File: config.mk
export PLATFORM = sky130hd
export DESIGN_NAME = addr_gen_unit
export DESIGN_NICKNAME = d
export VERILOG_FILES = /design/src/rtl/addr_gen_pkg.sv /design/src/rtl/addr_gen_regfile.sv /design/src/rtl/addr_gen_compute.sv /design/src/rtl/addr_gen_ctrl.sv /design/src/rtl/addr_gen_unit.sv
export SDC_FILE = /design/constraint.sdc
export NUM_CORES = 1
export LEC_CHECK = 0
export CAP_MARGIN = 5
export CORE_UTILIZATION = 29
export DETAILED_ROUTE_END_ITERATION = 16
export DONT_BUFFER_PORTS = 1
export PLACE_DENSITY = 0.55
export SYNTH_ARGS = -nofsm -noshare
export SYNTH_HDL_FRONTEND = slang
export SYNTH_SLANG_ARGS = --single-unit
File: constraint.sdc
create_clock -name clk -period 5.5 [get_ports clk]
set_input_delay 0.55 -clock clk [delete_from_list [all_inputs] [get_ports clk]]
set_output_delay 0.55 -clock clk [all_outputs]
set_load 0.01 [all_outputs]
File: src/rtl/addr_gen_pkg.sv
package addr_gen_pkg;

    typedef enum logic [3:0] {
        EA_ABS     = 4'd0,
        EA_PCREL   = 4'd1,
        EA_REGIND  = 4'd2,
        EA_BASEOFF = 4'd3,
        EA_IDXABS  = 4'd4,
        EA_BASEIDX = 4'd5,
        EA_BIDXOFF = 4'd6,
        EA_SCALED  = 4'd7,
        EA_POSTINC = 4'd8,
        EA_PREDEC  = 4'd9,
        EA_SKIP    = 4'd10,
        EA_NEXT    = 4'd11
    } ea_mode_e;

    localparam logic [3:0] EA_LAST_MODE = 4'd11;

    typedef enum logic {
        ST_IDLE  = 1'b0,
        ST_ISSUE = 1'b1
    } ea_state_e;

endpackage

File: src/rtl/addr_gen_regfile.sv
module addr_gen_regfile #(
    parameter int XLEN = 32,
    parameter int NREG = 8,
    localparam int SELW = $clog2(NREG)
) (
    input  logic            clk,
    input  logic            rst_n,
    input  logic [SELW-1:0] rd_sel_a,
    output logic [XLEN-1:0] rd_a,
    input  logic [SELW-1:0] rd_sel_b,
    output logic [XLEN-1:0] rd_b,
    input  logic            ld_en,
    input  logic [SELW-1:0] ld_sel,
    input  logic [XLEN-1:0] ld_data,
    input  logic            wb_en,
    input  logic [SELW-1:0] wb_sel,
    input  logic [XLEN-1:0] wb_data
);

    logic [XLEN-1:0] regs [NREG];

    for (genvar g = 0; g < NREG; g++) begin : g_entry
        if (g == 0) begin : g_zero
            assign regs[g] = '0;
        end else begin : g_store
            logic hit_wb;
            logic hit_ld;
            assign hit_wb = wb_en && (wb_sel == SELW'(g));
            assign hit_ld = ld_en && (ld_sel == SELW'(g));
            always_ff @(posedge clk or negedge rst_n) begin
                if (!rst_n) begin
                    regs[g] <= '0;
                end else if (hit_wb) begin
                    regs[g] <= wb_data;
                end else if (hit_ld) begin
                    regs[g] <= ld_data;
                end
            end
        end
    end

    assign rd_a = regs[rd_sel_a];
    assign rd_b = regs[rd_sel_b];

    // a write aimed at register 0 never becomes visible
    p_r0_zero_r5: assert property (@(posedge clk) disable iff (!rst_n)
        ((ld_en && ld_sel == '0) || (wb_en && wb_sel == '0)) |=>
            (rd_sel_a != '0 || rd_a == '0));

endmodule

File: src/rtl/addr_gen_compute.sv
module addr_gen_compute
    import addr_gen_pkg::*;
#(
    parameter int XLEN = 32,
    parameter int OFFW = 16,
    parameter int INSN_BYTES = 4
) (
    input  logic [3:0]      mode,
    input  logic [XLEN-1:0] base_val,
    input  logic [XLEN-1:0] idx_val,
    input  logic [XLEN-1:0] field,
    input  logic [1:0]      scale,
    input  logic [1:0]      size,
    input  logic [XLEN-1:0] pc,
    output logic            legal,
    output logic [XLEN-1:0] ea_next,
    output logic            wb_req,
    output logic [XLEN-1:0] wb_val
);

    localparam logic [XLEN-1:0] NEXT_STEP = XLEN'(INSN_BYTES);
    localparam logic [XLEN-1:0] SKIP_STEP = XLEN'(2 * INSN_BYTES);

    ea_mode_e        m;
    logic [XLEN-1:0] disp;
    logic [XLEN-1:0] idx_scaled;
    logic [XLEN-1:0] step;
    logic [XLEN-1:0] pc_next;
    logic [XLEN-1:0] base_up;
    logic [XLEN-1:0] base_dn;

    assign m          = ea_mode_e'(mode);
    assign disp       = {{(XLEN-OFFW){field[OFFW-1]}}, field[OFFW-1:0]};
    assign idx_scaled = idx_val << scale;
    assign step       = XLEN'(1) << size;
    assign pc_next    = pc + NEXT_STEP;
    assign base_up    = base_val + step;
    assign base_dn    = base_val - step;

    always_comb begin
        legal   = 1'b1;
        wb_req  = 1'b0;
        wb_val  = base_val;
        ea_next = '0;
        unique case (m)
            EA_ABS:     ea_next = field;
            EA_PCREL:   ea_next = pc_next + field;
            EA_REGIND:  ea_next = base_val;
            EA_BASEOFF: ea_next = base_val + disp;
            EA_IDXABS:  ea_next = field + idx_val;
            EA_BASEIDX: ea_next = base_val + idx_val;
            EA_BIDXOFF: ea_next = base_val + idx_val + disp;
            EA_SCALED:  ea_next = base_val + idx_scaled;
            EA_POSTINC: begin
                ea_next = base_val;
                wb_req  = 1'b1;
                wb_val  = base_up;
            end
            EA_PREDEC: begin
                ea_next = base_dn;
                wb_req  = 1'b1;
                wb_val  = base_dn;
            end
            EA_SKIP:    ea_next = pc + SKIP_STEP;
            EA_NEXT:    ea_next = pc_next;
            default:    legal   = 1'b0;
        endcase
    end

endmodule

File: src/rtl/addr_gen_ctrl.sv
module addr_gen_ctrl
    import addr_gen_pkg::*;
#(
    parameter int XLEN = 32
) (
    input  logic            clk,
    input  logic            rst_n,
    input  logic            req,
    input  logic            legal,
    input  logic [XLEN-1:0] ea_next,
    output logic            fire,
    output logic            ea_valid,
    output logic [XLEN-1:0] ea
);

    ea_state_e       state_q;
    ea_state_e       state_d;
    logic [XLEN-1:0] ea_q;

    assign fire = req && legal;

    // transitions: IDLE_TO_ISSUE, IDLE_HOLD, ISSUE_TO_ISSUE, ISSUE_TO_IDLE
    always_comb begin
        state_d = state_q;
        unique case (state_q)
            ST_IDLE:  state_d = fire ? ST_ISSUE : ST_IDLE;
            ST_ISSUE: state_d = fire ? ST_ISSUE : ST_IDLE;
            default:  state_d = ST_IDLE;
        endcase
    end

    always_ff @(posedge clk or negedge rst_n) begin
        if (!rst_n) begin
            state_q <= ST_IDLE;
        end else begin
            state_q <= state_d;
        end
    end

    always_ff @(posedge clk or negedge rst_n) begin
        if (!rst_n) begin
            ea_q <= '0;
        end else if (fire) begin
            ea_q <= ea_next;
        end
    end

    assign ea_valid = (state_q == ST_ISSUE);
    assign ea       = ea_q;

    // a defined request is answered on the next edge
    p_valid_after_req_r1: assert property (@(posedge clk) disable iff (!rst_n)
        (req && legal) |=> ea_valid);

    // no strobe without a request in the previous cycle
    p_no_spurious_valid_r1: assert property (@(posedge clk) disable iff (!rst_n)
        !req |=> !ea_valid);

    // an undefined mode gives no strobe and holds the address
    p_undefined_quiet_r11: assert property (@(posedge clk) disable iff (!rst_n)
        (req && !legal) |=> (!ea_valid && $stable(ea)));

endmodule

File: src/rtl/addr_gen_unit.sv
module addr_gen_unit
    import addr_gen_pkg::*;
#(
    parameter int XLEN       = 32,
    parameter int NREG       = 8,
    parameter int OFFW       = 16,
    parameter int INSN_BYTES = 4,
    localparam int SELW      = $clog2(NREG)
) (
    input  logic            clk,
    input  logic            rst_n,
    input  logic            req,
    input  logic [3:0]      mode,
    input  logic [SELW-1:0] base_sel,
    input  logic [SELW-1:0] index_sel,
    input  logic [XLEN-1:0] field,
    input  logic [1:0]      scale,
    input  logic [1:0]      size,
    input  logic [XLEN-1:0] pc,
    input  logic            ld_en,
    input  logic [SELW-1:0] ld_sel,
    input  logic [XLEN-1:0] ld_data,
    output logic            ea_valid,
    output logic [XLEN-1:0] ea
);

    logic [XLEN-1:0] base_val;
    logic [XLEN-1:0] idx_val;
    logic            legal;
    logic [XLEN-1:0] ea_next;
    logic            wb_req;
    logic [XLEN-1:0] wb_val;
    logic            fire;

    addr_gen_regfile #(.XLEN(XLEN), .NREG(NREG)) u_rf (
        .clk      (clk),
        .rst_n    (rst_n),
        .rd_sel_a (base_sel),
        .rd_a     (base_val),
        .rd_sel_b (index_sel),
        .rd_b     (idx_val),
        .ld_en    (ld_en),
        .ld_sel   (ld_sel),
        .ld_data  (ld_data),
        .wb_en    (fire && wb_req),
        .wb_sel   (base_sel),
        .wb_data  (wb_val)
    );

    addr_gen_compute #(.XLEN(XLEN), .OFFW(OFFW), .INSN_BYTES(INSN_BYTES)) u_calc (
        .mode     (mode),
        .base_val (base_val),
        .idx_val  (idx_val),
        .field    (field),
        .scale    (scale),
        .size     (size),
        .pc       (pc),
        .legal    (legal),
        .ea_next  (ea_next),
        .wb_req   (wb_req),
        .wb_val   (wb_val)
    );

    addr_gen_ctrl #(.XLEN(XLEN)) u_ctrl (
        .clk      (clk),
        .rst_n    (rst_n),
        .req      (req),
        .legal    (legal),
        .ea_next  (ea_next),
        .fire     (fire),
        .ea_valid (ea_valid),
        .ea       (ea)
    );

    // absolute mode passes the field straight through
    p_abs_passthru_r2: assert property (@(posedge clk) disable iff (!rst_n)
        (req && mode == 4'd0) |=> (ea == $past(field)));

    // post-increment returns the base as read before the update
    p_postinc_old_base_r8: assert property (@(posedge clk) disable iff (!rst_n)
        (req && mode == 4'd8) |=> (ea == $past(base_val)));

endmodule

**After elaboration in Yosys (flattened, before gate mapping)**

Cells that the tools add are included.

- Add/sub/neg operators: 10
- $mul: 0
- Divide/modulo/power cells: 0
- $lt $le $gt $ge: 2
- Eq/ne operators: 25
- Shift-type cells: 2
- Multiplexer cells: 25
- Bitwise gates (word level): 2
- Reductions and logical operators: 27

Operator list:

| operator | number |
|---|---|
| $mux 32 | 18 |
| $pmux 32 s11 | 1 |
| $add 32x32->32 | 7 |
| $bmux 32 s3 | 2 |
| $pmux 32 s2 | 1 |
| $add 32x3->32 const B | 1 |
| $add 32x4->32 const B | 1 |
| $shl 1x2->32 const A | 1 |
| $shl 32x2->32 | 1 |
| $sub 32x32->32 | 1 |
| $eq 3x3->1 const B | 8 |
| $eq 4x3->1 const B | 4 |
| $eq 4x4->1 const B | 4 |
| $logic_and 1x1->1 | 16 |
| $reduce_bool 2->1 | 7 |
| $eq 3x2->1 const B | 4 |
| $reduce_or 12->1 | 1 |
| $eq 4x2->1 const B | 2 |
| $ge 4x4->1 const B | 2 |
| $not 3->4 | 2 |
| $eq 3x1->1 const B | 2 |
| $eq 4x1->1 const B | 1 |
| $logic_not 4->1 | 1 |
| $reduce_or 2->1 | 2 |
| $mux 1 | 3 |

- Flip-flop bits (word level): 257
- Bits in latches: 0
- Memory bits (writable): 0
- Memory bits (read-only): 0
- Input bits: 117
- Output and inout bits: 33
- Logic and storage cells: 102
- Memories kept: 0

**Depth between registers and ports, before layout**

Gate-level depths: netlist of the first run.

- Word-level depth: 7
- Depth in mapped cells: 31

**Modules after synthesis**

From an unflattened synthesis of the first run, not the netlist that was laid out.

- Cell total of the unflattened synthesis: 3218
- Area total of the unflattened synthesis: 27482.6 um^2

By module, submodules not included:

| module | times used | cells an instance | area each (um^2) | sequential area each (um^2) |
|---|---|---|---|---|
| addr_gen_regfile | 1 | 1357 | 14093.5 | 5605.4 |
| addr_gen_compute | 1 | 1790 | 12044.1 | 0.0 |
| addr_gen_ctrl | 1 | 70 | 1338.8 | 825.8 |
| addr_gen_unit | 1 | 1 | 6.3 | 0.0 |

**Worst setup path after synthesis of the first run**

Ideal clock, no wire load.

- Kind: input-to-reg
- Start point: input port base_sel[0]
- End point: register u_ctrl.ea_q[31] (netlist: u_ctrl.ea[31])
- Setup time: 0.088 ns
- Arrival time: 6.713 ns
- Data required time: 5.412 ns
- Path slack: -1.301 ns
- Cell stages on the path: 28
- Buffers on the path: 6
- Cell sequence: buf_4 buf_2 buf_1 buf_2 buf_1 mux4_2 nor2_1 nor2_1 ha_1 fa_1 a211oi_1 nor4_1 nor3_1 nor3_1 or3_1 xor2_1 ha_1 clkbuf_1 a21oi_1 o21ai_0 a21oi_1 o21ai_0 a31o_2 or4_1 nand3_1 nor2_1 nand3b_1 a41oi_1

- Cells in the longest elaborated chain, start to end: 7
- Elaborated cells on any way between the ends: 10

Ends and longest elaborated chain:

| what | RTL line | source |
|---|---|---|
| start: declaration | addr_gen_unit.sv:14 | `input logic [SELW-1:0] base_sel,` |
| $not 3->4 (implied by the code) * | addr_gen_regfile.sv:42 | `assign rd_a = regs[rd_sel_a];` |
| $bmux 32 s3 * | addr_gen_regfile.sv:42 |  |
| $mux 32 (implied by the code) * (2 in a row) | addr_gen_regfile.sv:42 |  |
| $add 32x32->32 | addr_gen_compute.sv:51, addr_gen_compute.sv:52 |  |
| $add 32x32->32 | addr_gen_compute.sv:52 | `EA_BIDXOFF: ea_next = base_val + idx_val + disp;` |
| $pmux 32 s11 * | addr_gen_compute.sv:45 | `unique case (m)` |
| end signal: assignment | addr_gen_ctrl.sv:44 | `ea_q <= ea_next;` |
| end: declaration | addr_gen_ctrl.sv:18 | `logic [XLEN-1:0] ea_q;` |

Every way passes the cells marked *; elsewhere a longest branch is shown, timed or not. The select of a mux whose other input is x is not followed.
A chain may end at the register's enable or synchronous reset.

**Final worst setup path of the first run**

- Start point: register u_rf.regs[0] in the netlist's numbering
- End point: register u_ctrl.ea_q[24] (netlist: u_ctrl.ea[24])

- Cells in the longest elaborated chain, start to end: 6
- Elaborated cells on any way between the ends: 14

Ends and longest elaborated chain:

| what | RTL line | source |
|---|---|---|
| start: declaration | addr_gen_regfile.sv:20 | `logic [XLEN-1:0] regs [NREG];` |
| start signal: indexed assignment | addr_gen_regfile.sv:34 | `regs[g] <= wb_data;` |
| start signal: indexed assignment | addr_gen_regfile.sv:36 | `regs[g] <= ld_data;` |
| $bmux 32 s3 (on tied branches) | addr_gen_regfile.sv:42, addr_gen_regfile.sv:43 |  |
| $mux 32 (on tied branches) (2 in a row) | addr_gen_regfile.sv:42, addr_gen_regfile.sv:43 |  |
| $add 32x32->32 or $shl 32x2->32 (tied branches) | addr_gen_compute.sv:51, addr_gen_compute.sv:52, addr_gen_compute.sv:34 |  |
| $add 32x32->32 (on tied branches) | addr_gen_compute.sv:52, addr_gen_compute.sv:53 |  |
| $pmux 32 s11 * | addr_gen_compute.sv:45 |  |

Marked as above.

==> impl_metrics.tcl, run 1 <==
set metrics [dict create \
    yosysUniqueCellTypes 92 \
    synth_nets 3572 \
    area_delta_synth_final_pct 17.7 \
    h-tree-depth 2 \
    critPathCaptureType "flop" \
    fill_cells 9779 \
    num_vias 27600 \
    drv_slew 0 \
    cts_tree "built" \
    leakagePower_nw 13.4 \
    antenna_left 0 \
    io_buffers 0 \
    synth.cell_area_sq_um 27400 \
    violations "negative hold slack" \
    nets 3710 \
    synth_top_family_by_area "compound AO/OA/AOI/OAI gates" \
    globalplace.congestion 0.985 \
    ir_worst_vdd_v 0.000211 \
    synth.area.top_cells "dfrtp_1 (23%), mux2_2 (8.3%), a21oi_1 (6.5%)" \
    fin_crit_ns 5.33 \
    fp.dieW_microns 309 \
    fmax_mhz 188 \
    path_class "reg2reg" \
    detail_route.wl_per_cell_microns 25.3 \
    grt.overflow.total 0 \
    drv_cap 0 \
    synth_cells 3313 \
    synth.most_common_cell "a21oi_1" \
    setup_violations 0 \
    wirelength_microns 120000 \
    root_buffer "clkbuf_16" \
    crit_arrival_ns 5.76 \
    n_antenna_cell 0 \
    outcome "finished with violations" \
    cts_buffers 35 \
    die_h_microns 309 \
    dieArea_sq_um 95600 \
    synth_top_area_share_pct 23.5 \
    clock_latency_ns 0.59 \
    crit_required_ns 5.93 \
    drive_gt1_share_pct 21.5 \
    finalCritPeriodShare_pct 97.0 \
    post-route-util_pct 34.5 \
    grt_pass1_wl_microns 177000 \
    synth_warnings 0 \
    pin_count 150 \
    synth_common_cells "a21oi_1 (357), nand2_1 (299), nor2_1 (258)" \
    ys_seq_area_share_pct 23.5 \
    drc_errors 0 \
    hpwl_microns 88300 \
    core_sq_um 93500 \
    synth_edf_count 0 \
    async_flop_share_pct 100 \
    p_per_area_nw_per_um2 384 \
    worstMarginPinSlew_ns 1.21 \
    synth-simple-area-share_pct 16.4 \
    dpl-instance-area_sq_um 30700 \
    grt.total_usage_pct 24.6 \
    ys.flop_type "dfrtp_1" \
    avgSynthCellArea_sq_um 8.26 \
    crit_fanout 4 \
    clock_skew_ns 0.0281 \
    synthAdderAreaFrac_pct 6.65 \
    synth-compound-area-share_pct 25.4 \
    finalHoldViolations 257 \
    synth_xor_area_share_pct 5.92 \
    synthMuxAreaShare_pct 17.7 \
    cts.path.max_buffers 3 \
    hp-class "in2async" \
    drt_iter0_markers 2879 \
    yosys.area.top_type "dfrtp_1" \
    max_slew_margin_pct 19.0 \
    clock_sinks 257 \
    finalHoldWorstSlack_ns -0.302 \
    final_area_sq_um 32200 \
    grt_pass1_vias 26200 \
    dr.pass1.iters 6 \
    grt_max_degree 258 \
    synth-seq-cells 257 \
    start_kind "flop" \
    initial_core_util_pct 29.3 \
    clkTransAtPathRegs_ns 0.06 \
    via_per_inst 5.85 \
    antenna_found_initial 2 \
    rows 112 \
]
[critical path, cell delays in order, from the launching register on]
cell and delay, ns:
dfrtp_1 0.38, buf_4 0.14, mux4_2 0.47, nor2_2 0.12, nor2_2 0.07, ha_2 0.21
fa_2 0.40, a211oi_4 0.28, nor4_4 0.09, nor2_1 0.11, nand2b_1 0.09, o31a_1 0.26
xor2_1 0.15, buf_4 0.16, ha_4 0.28, nand4_1 0.15, a211oi_1 0.26, o31ai_1 0.17
o21ai_1 0.19, buf_4 0.17, a41oi_4 0.11, o21ai_1 0.15, a21oi_1 0.09, xnor2_1 0.12
a222oi_1 0.45, a21oi_1 0.14
[per-layer routing]
| metal | vias up | routed length (microns) | track usage [%] |
|---|---|---|---|
| met5 | - | 0 | 0 |
| met4 | 0 | 3670 | 7.03 |
| met3 | 195 | 11600 | 5.18 |
| met2 | 1369 | 52000 | 37.6 |
| met1 | 13400 | 52500 | 34.7 |
| li1 | 12700 | - | - |
[report_power, final]
part	internal (mW)	switching, mW	total, mW
Combinational	3.41	3.85	7.26
Sequential	2.35	0.437	2.79
Clock	1.32	1.01	2.33
Total	7.08	5.29	12.4
[kinds of logic after synthesis]
| group | count (synthesis) |
|---|---|
| flip-flops | 257 |
| multiplexers | 402 |
| buffers and inverters | 306 |
| AO/OA/AOI/OAI | 1089 |
| adder cells (fa/ha/maj) | 142 |
| AND/OR/NAND/NOR | 932 |
| XOR/XNOR | 185 |
[cell type report]
cell class                      count  area [sq um]  share of cell area, %
Tap cell                         1254          1570                   4.87
Multi-Input combinational cell   2750         20300                   63.1
Clock buffer                       47           991                   3.08
Inverter                           87           327                   1.01
Timing Repair Buffer              320          2430                   7.53
Sequential cell                   257          6430                   20.0
Clock inverter                     12           139                  0.431
[repair_timing]
action	in CTS	in global routing
pin swaps	0	23
endpoints found under the hold margin	257	257
endpoints found under the setup margin	4	15
resized for setup	2	54
buffers inserted	0	6
[cell usage in the layout (no fill, tap or decap), types with 11 or more instances in the layout]
master and count:
and2_1 22, a211oi_1 62, o221ai_1 14, a21oi_1 348, a221oi_1 86, o21ai_0 243, xor2_1 70, o211ai_1 19
or3_1 12, a221o_1 12, and3_1 30, clkbuf_16 35, nand2b_1 27, nor2b_1 73, o21ai_1 23, mux2i_1 150
mux4_2 44, o21bai_1 17, nor3_1 36, inv_1 80, a21o_1 51, dfrtp_1 257, nand3_1 54, a31oi_1 28
mux2_2 199, nand2_1 298, and4_1 12, xnor2_1 107, o2111ai_1 11, nand4_1 26, nor2_1 245, nor4_1 14
ha_1 127, buf_4 318, a221oi_2 13, a22oi_1 24, o21a_1 20
[flip-flops by register name, indices dropped and copies added (netlist names)]
register	cells
u_rf.regs	224
u_ctrl.ea	32
u_ctrl.ea_valid	1
[through the flow]
step	std cells	setup WS, ns	hold WS (ns)	TNS, ns	power [mW]
after global routing	4727	-0.0684	-0.335	-0.0977	13.1
final	4727	0.167	-0.302	0	12.4
after CTS	4721	0.0166	-0.329	0	12.0
after floorplan	3313	-0.189	0.254	-0.666	7.10
after detailed placement	4662	-0.325	0.281	-2.24	9.63
after global placement	4662	-0.340	0.282	-2.10	9.62
[final timing paths]
check	start	to	slack, ns	cells after the start
max reg2reg	u_rf.regs[0]	u_ctrl.ea[24]	0.17	25
min in group clk	ld_data[13]	u_rf.regs[205]	0.15	2
min reg2reg	u_ctrl.ea[2]	u_ctrl.ea[2]	0.58	1
max in group asynchronous	rst_n	u_ctrl.ea[16]	5.14	0
max	u_rf.regs[0]	u_ctrl.ea[24]	0.17	25
min	rst_n	u_rf.regs[149]	-0.30	0
Note: power is estimated with default switching activity, not from simulation.
==> inputs of run 2 (changes only) <==
--- a/config.mk
+++ b/config.mk
@@ -5,11 +5,11 @@
 export SDC_FILE = /design/constraint.sdc
 export NUM_CORES = 1
 export LEC_CHECK = 0
+export BUFFER_PORTS_ARGS = -buffer_cell sky130_fd_sc_hd__buf_2
 export CAP_MARGIN = 5
 export CORE_UTILIZATION = 29
 export DETAILED_ROUTE_END_ITERATION = 16
-export DONT_BUFFER_PORTS = 1
-export PLACE_DENSITY = 0.55
+export PLACE_DENSITY = 0.56
 export SYNTH_ARGS = -nofsm -noshare
 export SYNTH_HDL_FRONTEND = slang
 export SYNTH_SLANG_ARGS = --single-unit
==> run 2 against run 1 <==
  * The flow now finishes without violations
  * Hold slack improved by 0.66 ns
  * Utilization rose by 2.4 points
  * Register-to-register slack got worse by 0.05 ns
  * Sequential share of layout area fell by 1.3 points
  * Final area rose by 6.9%
  * Routed wire length rose by 2.0%
  * Global-route usage rose by 0.30 points
  * Clock skew fell by 0.011 ns
==> impl_metrics.tcl, run 2 (synthesized netlist as in run 1, its figures left out) <==
set metrics [dict create \
    outcome "finished clean" \
    clock_skew_ns 0.0171 \
    num_vias 29000 \
    ir_worst_vdd_v 0.000200 \
    clock_sinks 257 \
    fin_setup_tns_ns 0 \
    final_common_cell "buf_4" \
    drv_cap 0 \
    hp-class "in2reg" \
    io_buffers 149 \
    pin_count 150 \
    nets 4017 \
    die_h_microns 309 \
    wirelength_microns 122000 \
    grt_pass1_wl_microns 180000 \
    seqPwrFrac_pct 21.1 \
    fmax_mhz 186 \
    drc_errors 0 \
    drive_gt1_share_pct 28.3 \
    drv_slew 0 \
    hpwl_microns 92800 \
    max_slew_margin_pct 19.8 \
    p_clk_share_pct 17.9 \
    crit_required_ns 5.92 \
    critPathCaptureType "flop" \
    path_class "reg2reg" \
    rows 112 \
    dp.cells 4968 \
    largest_reg_flops 224 \
    finalCritPeriodShare_pct 97.8 \
    crit_fanout 4 \
    grt_pass1_vias 27500 \
    regMostFlops "u_rf.regs" \
    initial_core_util_pct 29.3 \
    grt_max_degree 106 \
    fill_cells 9730 \
    root_buffer "clkbuf_16" \
    setup_violations 0 \
    finalHoldViolations 0 \
    grt.overflow.total 0 \
    p_sw_mw 5.58 \
    detail_route.wl_per_cell_microns 24.2 \
    grt.total_usage_pct 24.9 \
    internal_power_mw 7.44 \
    layout_common_cells "buf_4 (458), a21oi_1 (346), nand2_1 (298)" \
    globalplace.congestion 0.987 \
    post-route-util_pct 36.9 \
    dieArea_sq_um 95600 \
    p_per_area_nw_per_um2 378 \
    h-tree-depth 2 \
    clkTransAtPathRegs_ns 0.06 \
    cts_tree "built" \
    crit_arrival_ns 5.80 \
    clock_latency_ns 0.57 \
    final_cells 5039 \
    area_delta_synth_final_pct 25.9 \
    worstMarginPinSlew_ns 1.20 \
    switching_share_pct 42.8 \
    drt_iter0_markers 3035 \
    start_kind "flop" \
    cts_buffers 35 \
    via_per_inst 5.76 \
    dr.pass1.iters 6 \
    rsz0062_at_grt "yes" \
    core_sq_um 93500 \
    antenna_left 0 \
    power_frac_comb_pct 61.1 \
    cts.path.max_buffers 3 \
    leakagePower_nw 14.8 \
    fp.dieW_microns 309 \
    fin_crit_ns 5.38 \
    antenna_found_initial 14 \
]
[run 2: cell count changes in the layout (fill, tap and decap cells not counted), moves of 3 or more]
cell	previous run	this run
buf_12	2	17
clkbuf_1	5	8
nor3_2	9	12
buf_4	318	458
buf_2	0	145
diode_2	0	3
clkinvlp_4	4	1
buf_6	0	5
[run 2: layout make-up]
type | count | area (sq um) | share of cell area [%]
sequential | 257 | 6430 | 18.7
clock buffer | 51 | 1020 | 2.95
antenna | 3 | 7.51 | 0.0218
multi-input combinational | 2750 | 20400 | 59.3
inverter | 87 | 329 | 0.955
timing repair buffer | 627 | 4590 | 13.3
tap | 1254 | 1570 | 4.55
clock inverter | 10 | 100 | 0.290
[run 2: worst max-delay path, cell delays in order, from the launching register on]
cell and delay [ns]:
dfrtp_1 0.41, mux4_2 0.47, mux2i_1 0.17, buf_4 0.16
inv_4 0.04, ha_4 0.15, fa_2 0.41, a211oi_4 0.28
nor4_4 0.10, nor3_2 0.30, buf_4 0.19, o31ai_4 0.07
xor2_2 0.19, ha_1 0.32, o21a_1 0.18, a21oi_4 0.08
a21o_1 0.16, o2bb2ai_1 0.13, buf_4 0.16, nor3b_4 0.23
o31a_1 0.25, mux2i_1 0.27, o221ai_2 0.13, a221oi_2 0.26
a21oi_1 0.11
[run 2: what timing repair did]
| item | in CTS | in global routing |
|---|---|---|
| pin swaps | 0 | 39 |
| setup endpoints to repair | 3 | 13 |
| setup buffers | 0 | 5 |
| endpoints found under the hold margin | 34 | 0 |
| hold buffers | 1 | 0 |
| gates resized for setup | 4 | 80 |
[run 2: per-stage QoR]
| stage | cell area, sq um | hold WS (ns) | worst slack [ns] | total power [mW] |
|---|---|---|---|---|
| 2_1_floorplan | 27700 | 0.254 | -0.189 | 7.10 |
| 3_3_place_gp | 32800 | 0.460 | -0.795 | 10.2 |
| 3_5_place_dp | 32800 | 0.456 | -0.753 | 10.2 |
| 4_1_cts | 34000 | 0.350 | 0.0453 | 12.6 |
| 5_1_grt | 34500 | 0.369 | -0.128 | 13.8 |
| 6_report | 34500 | 0.357 | 0.118 | 13.0 |
[run 2: per-layer routing]
layer | global-route usage [%] | vias to the layer above | part of all wire (%)
met1 | 35.0 | 14100 | 44
li1 | - | 13300 | -
met2 | 38.2 | 1425 | 43
met5 | 0 | - | 0.053
met3 | 4.90 | 241 | 9.5
met4 | 7.84 | 10 | 3.2
[run 2: path summary, 6_finish.rpt]
check | to | depth (start not counted) | start | slack (ns)
worst max register to register | u_ctrl.ea[23] | 24 | u_rf.regs[0] | 0.12
worst min-delay path | u_rf.regs[99] | 3 | ld_data[3] | 0.36
max in group asynchronous | u_ctrl.ea[6] | 3 | rst_n | 3.80
worst max-delay path | u_ctrl.ea[23] | 24 | u_rf.regs[0] | 0.12
min in group asynchronous | u_rf.regs[58] | 2 | rst_n | 0.44
worst min register to register | u_ctrl.ea[1] | 1 | u_ctrl.ea[1] | 0.49
[run 2: power by group through the flow]
| stage | combinational [mW] | clock, mW | sequential [mW] |
|---|---|---|---|
| after detailed placement | 7.46 | 0 | 2.75 |
| after global routing | 8.58 | 2.42 | 2.79 |
| final | 7.95 | 2.32 | 2.74 |
| after CTS | 7.51 | 2.35 | 2.72 |
| after floorplan | 4.47 | 0 | 2.63 |
| after global placement | 7.42 | 0 | 2.75 |
